--- config.mk ---
export PLATFORM = sky130hd
export DESIGN_NAME = addr_remap_unit
export DESIGN_NICKNAME = d
export VERILOG_FILES = /design/src/rtl/remap_pkg.sv /design/src/rtl/remap_region_reg.sv /design/src/rtl/remap_region_match.sv /design/src/rtl/remap_prio_sel.sv /design/src/rtl/addr_remap_unit.sv
export SDC_FILE = /design/constraint.sdc
export NUM_CORES = 1
export LEC_CHECK = 0
export CORE_ASPECT_RATIO = 1.1
export CORE_MARGIN = 4
export CORE_UTILIZATION = 40
export DETAILED_ROUTE_END_ITERATION = 16
export GPL_ROUTABILITY_DRIVEN = 1
export PLACE_DENSITY = 0.66
export SYNTH_ARGS = -nofsm -noshare
export SYNTH_HDL_FRONTEND = slang
export SYNTH_SLANG_ARGS = --single-unit
--- constraint.sdc ---
create_clock -name clk_i -period 6.13 [get_ports clk_i]
set_input_delay 0.9195 -clock clk_i [delete_from_list [all_inputs] [get_ports clk_i]]
set_output_delay 0.9195 -clock clk_i [all_outputs]
set_load 0.005 [all_outputs]
--- src/rtl/remap_pkg.sv ---
package remap_pkg;

   // Field positions inside one window configuration word. Neighbouring
   // logic decodes these, so they are fixed here once.
   localparam int unsigned FLD_EN    = 0;
   localparam int unsigned FLD_SIZE  = 1;
   localparam int unsigned FLD_PORT  = 4;
   localparam int unsigned FLD_BURST = 5;
   localparam int unsigned FLD_BASE  = 8;
   localparam int unsigned FLD_REMAP = 16;

   // Attributes that travel with a matched access.
   typedef struct packed {
      logic port;
      logic incr;
   } rgn_attr_t;

endpackage

--- src/rtl/remap_region_reg.sv ---
module remap_region_reg
   import remap_pkg::*;
#(
   parameter int unsigned DATA_W  = 32,
   parameter int unsigned SIZE_W  = 3,
   parameter int unsigned BASE_W  = 8,
   parameter int unsigned REMAP_W = 11
) (
   input  logic              clk_i,
   input  logic              rst_ni,
   input  logic              cache_en_i,
   input  logic              wr_i,
   input  logic [DATA_W-1:0] wdata_i,
   output logic [DATA_W-1:0] q_o
);

   function automatic logic [DATA_W-1:0] defined_bits();
      logic [DATA_W-1:0] m;
      m = '0;
      m[FLD_EN]    = 1'b1;
      m[FLD_PORT]  = 1'b1;
      m[FLD_BURST] = 1'b1;
      for (int i = 0; i < int'(SIZE_W); i++)  m[FLD_SIZE + i]  = 1'b1;
      for (int i = 0; i < int'(BASE_W); i++)  m[FLD_BASE + i]  = 1'b1;
      for (int i = 0; i < int'(REMAP_W); i++) m[FLD_REMAP + i] = 1'b1;
      return m;
   endfunction

   localparam logic [DATA_W-1:0] WMASK = defined_bits();

   logic [DATA_W-1:0] q_r;
   logic              accept_full;
   logic              accept_clear;

   always_comb begin
      accept_full  = wr_i && !cache_en_i && !q_r[FLD_EN];
      accept_clear = wr_i && !cache_en_i &&  q_r[FLD_EN] && !wdata_i[FLD_EN];
   end

   always_ff @(posedge clk_i) begin
      if (!rst_ni) begin
         q_r <= '0;
      end else if (accept_full) begin
         q_r <= wdata_i & WMASK;
      end else if (accept_clear) begin
         q_r[FLD_EN] <= 1'b0;
      end
   end

   assign q_o = q_r;

   // A write while the cache is on leaves the word untouched.
   assert_cache_lock_R3 : assert property (@(posedge clk_i) disable iff (!rst_ni)
      (wr_i && cache_en_i) |=> $stable(q_o));

   // An active window refuses a write that keeps it active.
   assert_active_lock_R4 : assert property (@(posedge clk_i) disable iff (!rst_ni)
      (wr_i && q_o[FLD_EN] && wdata_i[FLD_EN]) |=> $stable(q_o));

   // Switching an active window off keeps every other field.
   assert_clear_keeps_R4 : assert property (@(posedge clk_i) disable iff (!rst_ni)
      (wr_i && !cache_en_i && q_o[FLD_EN] && !wdata_i[FLD_EN])
      |=> (!q_o[FLD_EN] && (q_o[DATA_W-1:1] == $past(q_o[DATA_W-1:1]))));

endmodule

--- src/rtl/remap_region_match.sv ---
module remap_region_match
   import remap_pkg::*;
#(
   parameter int unsigned DATA_W     = 32,
   parameter int unsigned ADDR_W     = 32,
   parameter int unsigned REGION_LSB = 21,
   parameter int unsigned SIZE_W     = 3,
   parameter int unsigned BASE_W     = 8,
   parameter int unsigned REMAP_W    = 11,
   parameter int          MAX_CODE   = 6
) (
   input  logic [DATA_W-1:0]  cfg_i,
   input  logic [ADDR_W-1:0]  addr_i,
   output logic               hit_o,
   output logic [REMAP_W-1:0] hi_o,
   output rgn_attr_t          attr_o
);

   logic [SIZE_W-1:0]  code;
   int                 eff;
   logic [BASE_W-1:0]  base_fld;
   logic [REMAP_W-1:0] remap_fld;
   logic [BASE_W-1:0]  cmp_mask;
   logic [REMAP_W-1:0] rep_mask;
   logic [BASE_W-1:0]  addr_cmp;
   logic [REMAP_W-1:0] addr_hi;
   logic               unused_bits;

   assign unused_bits = ^{cfg_i, addr_i};

   always_comb begin
      code      = cfg_i[FLD_SIZE +: SIZE_W];
      eff       = (int'(code) > MAX_CODE) ? MAX_CODE : int'(code);
      base_fld  = cfg_i[FLD_BASE +: BASE_W];
      remap_fld = cfg_i[FLD_REMAP +: REMAP_W];
      addr_cmp  = addr_i[REGION_LSB +: BASE_W];
      addr_hi   = addr_i[REGION_LSB +: REMAP_W];
      for (int i = 0; i < int'(BASE_W); i++)  cmp_mask[i] = (i >= eff);
      for (int i = 0; i < int'(REMAP_W); i++) rep_mask[i] = (i >= eff);
      hit_o       = cfg_i[FLD_EN] && (((addr_cmp ^ base_fld) & cmp_mask) == '0);
      hi_o        = (remap_fld & rep_mask) | (addr_hi & ~rep_mask);
      attr_o.port = cfg_i[FLD_PORT];
      attr_o.incr = cfg_i[FLD_BURST];
   end

endmodule

--- src/rtl/remap_prio_sel.sv ---
module remap_prio_sel #(
   parameter int unsigned N_IN  = 4,
   parameter int unsigned IDX_W = 2,
   parameter int unsigned PAY_W = 13
) (
   input  logic [N_IN-1:0]            hit_i,
   input  logic [N_IN-1:0][PAY_W-1:0] pay_i,
   output logic                       any_o,
   output logic [IDX_W-1:0]           idx_o,
   output logic [PAY_W-1:0]           pay_o
);

   // Scan from the top down so that the lowest index is written last.
   always_comb begin
      any_o = 1'b0;
      idx_o = '0;
      pay_o = '0;
      for (int i = int'(N_IN) - 1; i >= 0; i--) begin
         if (hit_i[i]) begin
            any_o = 1'b1;
            idx_o = IDX_W'(i);
            pay_o = pay_i[i];
         end
      end
   end

endmodule

--- src/rtl/addr_remap_unit.sv ---
module addr_remap_unit
   import remap_pkg::*;
#(
   parameter int unsigned N_REGIONS  = 4,
   parameter int unsigned DATA_W     = 32,
   parameter int unsigned ADDR_W     = 32,
   parameter int unsigned REGION_LSB = 21,
   parameter int unsigned SIZE_W     = 3,
   parameter int unsigned N_SIZES    = 7,
   parameter int unsigned BASE_W     = 8,
   parameter int unsigned REMAP_W    = 11,
   parameter logic        DEF_PORT   = 1'b0,
   parameter logic        DEF_INCR   = 1'b0,
   localparam int unsigned IDX_W     = $clog2(N_REGIONS)
) (
   input  logic              clk_i,
   input  logic              rst_ni,
   input  logic              cache_en_i,
   input  logic              cfg_we_i,
   input  logic [IDX_W-1:0]  cfg_idx_i,
   input  logic [DATA_W-1:0] cfg_wdata_i,
   output logic [DATA_W-1:0] cfg_rdata_o,
   input  logic [ADDR_W-1:0] fetch_addr_i,
   output logic [ADDR_W-1:0] xlat_addr_o,
   output logic              port_sel_o,
   output logic              burst_incr_o,
   output logic              hit_o,
   output logic [IDX_W-1:0]  hit_region_o
);

   localparam int          MAX_CODE = int'(N_SIZES) - 1;
   localparam int unsigned PAY_W    = REMAP_W + 2;

   // Elaboration-time parameter checks.
   if (ADDR_W != REGION_LSB + REMAP_W) begin : g_bad_addr
      $error("ADDR_W must equal REGION_LSB + REMAP_W");
   end
   if (BASE_W <= MAX_CODE || REMAP_W <= MAX_CODE) begin : g_bad_fields
      $error("base and target fields must keep at least one bit at the largest size");
   end
   if ((1 << SIZE_W) < N_SIZES) begin : g_bad_size_w
      $error("SIZE_W too narrow for N_SIZES");
   end
   if (N_REGIONS < 2 || (1 << IDX_W) != N_REGIONS) begin : g_bad_count
      $error("N_REGIONS must be a power of two of at least 2");
   end
   if (FLD_SIZE + SIZE_W > FLD_PORT || FLD_BASE + BASE_W > FLD_REMAP
       || FLD_REMAP + REMAP_W > DATA_W) begin : g_bad_layout
      $error("configuration fields overlap or overflow the word");
   end

   logic [DATA_W-1:0]                 rgn_q   [N_REGIONS];
   logic [N_REGIONS-1:0]              hit_vec;
   logic [N_REGIONS-1:0][PAY_W-1:0]   pay_vec;
   logic                              sel_any;
   logic [IDX_W-1:0]                  sel_idx;
   logic [PAY_W-1:0]                  sel_pay;

   for (genvar r = 0; r < int'(N_REGIONS); r++) begin : g_rgn
      logic [REMAP_W-1:0] hi;
      rgn_attr_t          attr;

      remap_region_reg #(
         .DATA_W (DATA_W),
         .SIZE_W (SIZE_W),
         .BASE_W (BASE_W),
         .REMAP_W(REMAP_W)
      ) u_reg (
         .clk_i     (clk_i),
         .rst_ni    (rst_ni),
         .cache_en_i(cache_en_i),
         .wr_i      (cfg_we_i && (cfg_idx_i == IDX_W'(r))),
         .wdata_i   (cfg_wdata_i),
         .q_o       (rgn_q[r])
      );

      remap_region_match #(
         .DATA_W    (DATA_W),
         .ADDR_W    (ADDR_W),
         .REGION_LSB(REGION_LSB),
         .SIZE_W    (SIZE_W),
         .BASE_W    (BASE_W),
         .REMAP_W   (REMAP_W),
         .MAX_CODE  (MAX_CODE)
      ) u_match (
         .cfg_i (rgn_q[r]),
         .addr_i(fetch_addr_i),
         .hit_o (hit_vec[r]),
         .hi_o  (hi),
         .attr_o(attr)
      );

      assign pay_vec[r] = {hi, attr.port, attr.incr};

      // Any matching window forces a hit by itself or a lower index.
      assert_lowest_wins_R8 : assert property (@(posedge clk_i) disable iff (!rst_ni)
         hit_vec[r] |-> (hit_o && (hit_region_o <= IDX_W'(r))));
   end

   remap_prio_sel #(
      .N_IN (N_REGIONS),
      .IDX_W(IDX_W),
      .PAY_W(PAY_W)
   ) u_sel (
      .hit_i(hit_vec),
      .pay_i(pay_vec),
      .any_o(sel_any),
      .idx_o(sel_idx),
      .pay_o(sel_pay)
   );

   always_comb begin
      cfg_rdata_o  = rgn_q[cfg_idx_i];
      hit_o        = sel_any;
      hit_region_o = sel_idx;
      if (sel_any) begin
         xlat_addr_o  = {sel_pay[PAY_W-1:2], fetch_addr_i[REGION_LSB-1:0]};
         port_sel_o   = sel_pay[1];
         burst_incr_o = sel_pay[0];
      end else begin
         xlat_addr_o  = fetch_addr_i;
         port_sel_o   = DEF_PORT;
         burst_incr_o = DEF_INCR;
      end
   end

   // Unmatched fetches leave unchanged with default attributes.
   assert_passthru_R7 : assert property (@(posedge clk_i) disable iff (!rst_ni)
      !hit_o |-> ((xlat_addr_o == fetch_addr_i) && (port_sel_o == DEF_PORT)
                  && (burst_incr_o == DEF_INCR) && (hit_region_o == '0)));

   // The 2 MB offset is never rewritten.
   assert_offset_kept_R6 : assert property (@(posedge clk_i) disable iff (!rst_ni)
      hit_o |-> (xlat_addr_o[REGION_LSB-1:0] == fetch_addr_i[REGION_LSB-1:0]));

   // Only an active window can win.
   assert_hit_active_R5 : assert property (@(posedge clk_i) disable iff (!rst_ni)
      hit_o |-> rgn_q[hit_region_o][FLD_EN]);

endmodule

==> results of run 1 <==
-- layout make-up --
cell class                      count  area, um^2
Timing Repair Buffer               96         911
Inverter                           18        67.6
Clock buffer                       11         243
Tap cell                          192         240
Clock inverter                      5        37.5
Sequential cell                   100        2000
Fill cell                        1396        7540
Multi-Input combinational cell    545        3520
-- through the flow --
step,setup WS (ns),instances
6_report,0.794,967
5_1_grt,0.679,967
4_1_cts,0.860,967
3_5_place_dp,0.850,951
3_3_place_gp,0.838,951
2_1_floorplan,2.69,751
-- power by group through the flow --
| stage | sequential (mW) | clock, mW | combinational (mW) |
|---|---|---|---|
| 2_1_floorplan | 0.686 | 0 | 0.115 |
| 3_3_place_gp | 0.693 | 0 | 0.172 |
| 3_5_place_dp | 0.694 | 0 | 0.175 |
| 4_1_cts | 0.678 | 0.561 | 0.175 |
| 5_1_grt | 0.680 | 0.584 | 0.190 |
| 6_report | 0.679 | 0.551 | 0.176 |
-- synth_stat cells, types with 2 or more instances --
| master | number |
|---|---|
| nand2_1 | 220 |
| dfxtp_1 | 100 |
| a21boi_0 | 96 |
| clkbuf_1 | 41 |
| buf_4 | 31 |
| o21ai_0 | 27 |
| mux4_2 | 24 |
| xnor2_1 | 23 |
| nor2_1 | 22 |
| inv_1 | 18 |
| buf_2 | 14 |
| nor3_1 | 14 |
| a21oi_1 | 13 |
| a2111oi_0 | 12 |
| xor2_1 | 9 |
| mux2i_1 | 7 |
| nand3_1 | 6 |
| a311oi_1 | 5 |
| o32ai_1 | 5 |
| o221ai_1 | 4 |
| a211oi_1 | 3 |
| a31oi_1 | 3 |
| nand2b_1 | 3 |
| o211ai_1 | 3 |
| a21boi_1 | 2 |
| and3_1 | 2 |
| mux2_2 | 2 |
| nand4_1 | 2 |
| nor2b_1 | 2 |
| o2111ai_1 | 2 |
| o21a_1 | 2 |
| o21ai_1 | 2 |
| o221ai_2 | 2 |
| o311a_1 | 2 |
| o311ai_0 | 2 |
| or2_2 | 2 |
| or3_1 | 2 |
-- worst register-to-register path, stage by stage (launching register included) --
cell and delay (ns):
dfxtp_1 0.34, nor3_2 0.87, buf_4 0.37, nand2_1 0.09, a21boi_0 0.16
-- layer usage --
layer | GRT usage | vias to the layer above
met1 | 0.292 | 2649
met3 | 0.0328 | 38
met2 | 0.390 | 278
li1 | - | 2585
met5 | 0 | -
met4 | 0.106 | 0
-- logic make-up (layout without fill, tap and decap cells) --
group	Yosys count	after routing	synth area share
AND/OR/NAND/NOR	281	281	0.190
flip-flops	100	100	0.333
AO/OA/AOI/OAI	191	191	0.231
buffers and inverters	106	130	0.0896
XOR/XNOR	32	32	0.0466
other	1	7	0.000623
multiplexers	34	34	0.110
-- worst max-delay path by stage --
stage / startpoint / endpoint / cells past startpoint
after global routing: fetch_addr_i[21] / xlat_addr_o[31] / 9
after CTS: fetch_addr_i[23] / xlat_addr_o[26] / 9
after global placement: fetch_addr_i[23] / xlat_addr_o[26] / 9
after floorplan: fetch_addr_i[21] / xlat_addr_o[25] / 7
after detailed placement: fetch_addr_i[23] / xlat_addr_o[26] / 9
final: fetch_addr_i[25] / xlat_addr_o[26] / 10
-- placed cells by master, fill, tap and decap left out, types with 3 or more instances in the layout --
cell type and instances:
inv_1 18, xnor2_1 23, a2111oi_0 12, dfxtp_1 100
buf_4 14, a311oi_1 5, mux4_2 24, mux2i_1 7
a211oi_1 3, xor2_1 9, nor2_1 21, nand2_1 220
buf_2 3, clkdlybuf4s50_1 79, conb_1 7, a21oi_1 13
nand2b_1 3, o32ai_1 5, a31oi_1 3, o211ai_1 3
o21ai_0 27, nand3_1 6, clkbuf_16 9, a21boi_0 96
o221ai_1 4, nor3_1 12
==> impl_metrics.toml, run 1 <==
[status]
status = "complete, no violations"

[setup_path]
slowest_stage = "clkdlybuf4s50_1"
r2r_cells = 4
r2r-end = "g_rgn[2].u_reg.q_o[5]$_SDFFE_PN0P_"
required_ns = 5.21
crit_type = "primary input to primary output"
crit_arrival_ns = 4.42
r2r-start = "g_rgn[2].u_reg.q_o[0]$_SDFFE_PN0P_"
path_cells = "clkdlybuf4s50_1, xnor2_1, o211ai_1, o2111ai_1, nand2_1, buf_4, nand4_1, buf_4, o221ai_2, clkdlybuf4s50_1"
startpoint_type = "primary input"
slowest_delay_ns = 0.72
end_kind = "primary output"
path_buf_inv = 4
crit_family = "buffers and inverters"
r2r_setup_slack_ns = 4.23
path_max_fanout = 8

[synthesis]
synth_area_um2 = 6020
netlist_instances = 745
synth_largest_area_cell = "dfxtp_1"
syn_avg_cell_area_um2 = 8.08
ys_seq_area_frac = 0.333
yosysWarningCount = 0
synth_area_leaders = "dfxtp_1 (33%), nand2_1 (14%), a21boi_0 (12%)"
ys_seq_elements = 100
synth_cell_types = 53
synth_top_area_frac = 0.333
async_flop_share = 0
synth_top_flop_cell = "dfxtp_1"
synth_edf_count = 0

[clock_tree]
h-tree-depth = 3
clk_path_buf_depth = 2
cts_hold_buf = 0
root_buffer = "clkbuf_16"
cts_tree = "done"
cts_made_buffers = 9
postCtsSetupBuffers = 0
clkLatencyLatePin_ns = 0.37
cts-resized-gates = 0
clock_sinks = 100
cts.reportedPaths.clkPinSlew_ns = 0.07

[detailed_routing]
dr.pass1.iters = 5
wl_met2_um = 9620
top_layer = "met4"
vias = 5550
post-route-drc-count = 0
detail-route-antenna-nets = 0
drt-met1-wl_um = 7900
initialDrtViolationCount = 675
wl_per_cell_um = 20.3
wl_met3_um = 1470
drt_wl_total_um = 19600
vias_per_cell = 5.74

[pwr]
swShare = 0.263
combPwrFrac = 0.125
p_int_mw = 1.04
p_total_mw = 1.40
power_density_nw_per_um2 = 200
p_clk_frac = 0.392
seqPwrFrac = 0.483
p_leak_nw = 2.31
max-vdd-ir-drop_v = 0.000132
p_sw_uw = 370

[sta]
fin_hold_ws_ns = 0.475
tightest_slew_ns = 1.11
grt_setup_unrepaired = "no"
post-route-min-period_ns = 5.34
setup-tns-final_ns = 0
max_slew_margin = 0.258
slew_violations = 0
max_freq_ghz = 0.187
setup_violations = 0
post-route-period-util = 0.871
hold_violations = 0
skew_ns = 0.00889

[final_layout]
largest_register_ff_count = 100
antenna_cells = 0
final_cell_area_um2 = 7020
area_delta_synth_final_pct = 16.6
fin_util = 0.482
nets = 840
drive_above_1_share = 0.0890

[die]
die_x_um = 125
io_pins = 139
start_util = 0.413
core_um2 = 14600
row_count = 46
die_h_um = 137
die_area_um2 = 17100

[global_routing]
grt_pass1_vias = 5481
grt.total_usage = 0.230
grt-ovfl-total = 0
grt_pass1_wl_um = 30300
grt_max_degree = 101
grt_antenna_before_repair = 0

[min_path]
hold_end = "g_rgn[0].u_reg.q_o[5]$_SDFFE_PN0P_"
holdPathStages = 2
hold_path.class = "flop to flop"
hp-start = "g_rgn[0].u_reg.q_o[5]$_SDFFE_PN0P_"

[placement]
gp_congestion = 0.908
dp_hpwl_um = 13300
dpl_cell_area_um2 = 6740
numPortBuffers = 82

[flow_run]
maxCapViolCount = 0
Power figures use the tool's default switching activity.
==> inputs of run 2 (changes only) <==
--- a/config.mk
+++ b/config.mk
@@ -7,10 +7,10 @@
 export LEC_CHECK = 0
 export CORE_ASPECT_RATIO = 1.1
 export CORE_MARGIN = 4
-export CORE_UTILIZATION = 40
+export CORE_UTILIZATION = 50
 export DETAILED_ROUTE_END_ITERATION = 16
 export GPL_ROUTABILITY_DRIVEN = 1
-export PLACE_DENSITY = 0.66
+export PLACE_DENSITY = 0.8
 export SYNTH_ARGS = -nofsm -noshare
 export SYNTH_HDL_FRONTEND = slang
 export SYNTH_SLANG_ARGS = --single-unit
==> impl_metrics.toml, run 2 (synthesized netlist as in run 1, its figures left out) <==
[detailed_routing]
drt_wl_total_um = 18300
wl_met3_um = 1570
top_layer = "met4"
vias_per_cell = 6.08
wl_met2_um = 8740
initialDrtViolationCount = 552
detail-route-antenna-nets = 0
wl_per_cell_um = 19.8
vias = 5607
drt-met1-wl_um = 7390
post-route-drc-count = 0
dr.pass1.iters = 5

[sta]
hold_violations = 0
skew_ns = 0.00767
max_slew_margin = 0.206
grt_setup_unrepaired = "no"
slew_violations = 0
max_freq_ghz = 0.191
setup_violations = 0
post-route-min-period_ns = 5.23
tightest_slew_ns = 1.19
post-route-period-util = 0.853
setup-tns-final_ns = 0

[pwr]
combPwrFrac = 0.121
p_leak_nw = 2.30
p_sw_uw = 372
max-vdd-ir-drop_v = 0.000110
seqPwrFrac = 0.471
power_density_nw_per_um2 = 207
swShare = 0.258
p_int_mw = 1.07
p_clk_frac = 0.408

[final_layout]
area_delta_synth_final_pct = 15.7
antenna_cells = 0
drive_above_1_share = 0.0842
largest_register_ff_count = 100
finalNonFillerCells = 922
fillerInstances = 1004
mostFrequentLayoutCells = "nand2_1 (220), dfxtp_1 (100), a21boi_0 (96)"
nets = 837
layout_commonest_cell = "nand2_1"
fin_util = 0.598

[die]
die_h_um = 123
start_util = 0.517
die_area_um2 = 13900
io_pins = 139
core_um2 = 11600
row_count = 41
die_x_um = 113

[min_path]
hold_path.class = "flop to flop"

[placement]
gp_congestion = 0.932
numPortBuffers = 82
dp_hpwl_um = 12000
dp_cells = 906

[clock_tree]
clock_sinks = 100
clk_path_buf_depth = 2
h-tree-depth = 3
cts-resized-gates = 0
cts_made_buffers = 9
cts_hold_buf = 0
clkLatencyLatePin_ns = 0.35
cts_tree = "done"
root_buffer = "clkbuf_16"
postCtsSetupBuffers = 0
cts.reportedPaths.clkPinSlew_ns = 0.07

[global_routing]
grt_pass1_vias = 5415
grt.total_usage = 0.261
grt_pass1_wl_um = 28400
grt-ovfl-total = 0
grt_antenna_before_repair = 0
grt_max_degree = 101

[setup_path]
path_cells = "clkdlybuf4s50_1, xor2_1, nand2b_1, a31oi_1, or3_1, nand4_1, buf_4, o32ai_1, clkdlybuf4s50_1"
slowest_stage = "clkdlybuf4s50_1"
end_kind = "primary output"
path_max_fanout = 14
crit_arrival_ns = 4.31
startpoint_type = "primary input"
slowest_delay_ns = 0.63
crit_path_frequent_cell = "clkdlybuf4s50_1"
crit_type = "primary input to primary output"
required_ns = 5.21

[flow_run]
maxCapViolCount = 0

[status]
status = "complete, no violations"
run 2: cell count changes in the layout (fill, tap and decap cells not counted):
| cell | previous run | this run |
|---|---|---|
| buf_4 | 14 | 11 |
| inv_6 | 0 | 2 |
| bufinv_16 | 0 | 1 |
| clkbuf_8 | 1 | 0 |
| clkinv_2 | 1 | 0 |
| clkinv_4 | 2 | 1 |
| nor2_1 | 21 | 22 |
| nor2_2 | 2 | 1 |
run 2: layout make-up:
| type | instances | area [um^2] | share of cell area |
|---|---|---|---|
| Clock buffer | 10 | 229 | 0.0329 |
| Multi-Input combinational cell | 545 | 3520 | 0.505 |
| Sequential cell | 100 | 2000 | 0.288 |
| Tap cell | 150 | 188 | 0.0270 |
| Clock inverter | 6 | 71.3 | 0.0102 |
| Inverter | 18 | 67.6 | 0.00971 |
| Timing Repair Buffer | 93 | 888 | 0.128 |
run 2: path summary, 6_finish.rpt:
kind	start	end	slack (ns)	cells past startpoint
setup / recovery	fetch_addr_i[23]	xlat_addr_o[28]	0.90	9
hold / removal	g_rgn[0].u_reg.q_o[5]$_SDFFE_PN0P_	g_rgn[0].u_reg.q_o[5]$_SDFFE_PN0P_	0.48	2
setup reg to reg	g_rgn[1].u_reg.q_o[0]$_SDFFE_PN0P_	g_rgn[1].u_reg.q_o[9]$_SDFFE_PN0P_	4.27	4
hold reg to reg	g_rgn[0].u_reg.q_o[5]$_SDFFE_PN0P_	g_rgn[0].u_reg.q_o[5]$_SDFFE_PN0P_	0.48	2
run 2: power groups by stage:
stage	clock network [mW]	logic (mW)	registers [mW]
CTS	0.588	0.173	0.678
detailed placement	0	0.171	0.693
global route	0.615	0.187	0.680
floorplan	0	0.115	0.686
finish	0.587	0.174	0.679
global placement	0	0.167	0.692
run 2: metrics by stage:
stage	cell area (um^2)	hold slack (ns)	setup WS (ns)	power (mW)
after detailed placement	6660	0.468	0.996	0.864
final	6960	0.480	0.900	1.44
after CTS	6960	0.478	1.01	1.44
after global routing	6960	0.499	0.751	1.48
after global placement	6660	0.457	1.03	0.860
after floorplan	6040	0.445	2.69	0.801
run 2: routing by layer:
metal,track usage,vias up
li1,-,2589
met1,0.337,2649
met4,0.128,0
met2,0.425,318
met5,0,-
met3,0.0441,51
run 2: critical path, delay by kind of cell:
kind	cells	cell delay, ns
buffers and inverters	3	1.55
and+or+nand+nor	3	1.10
AOI/OAI and AO/OA	2	0.46
xor gates and xnor gates	1	0.28
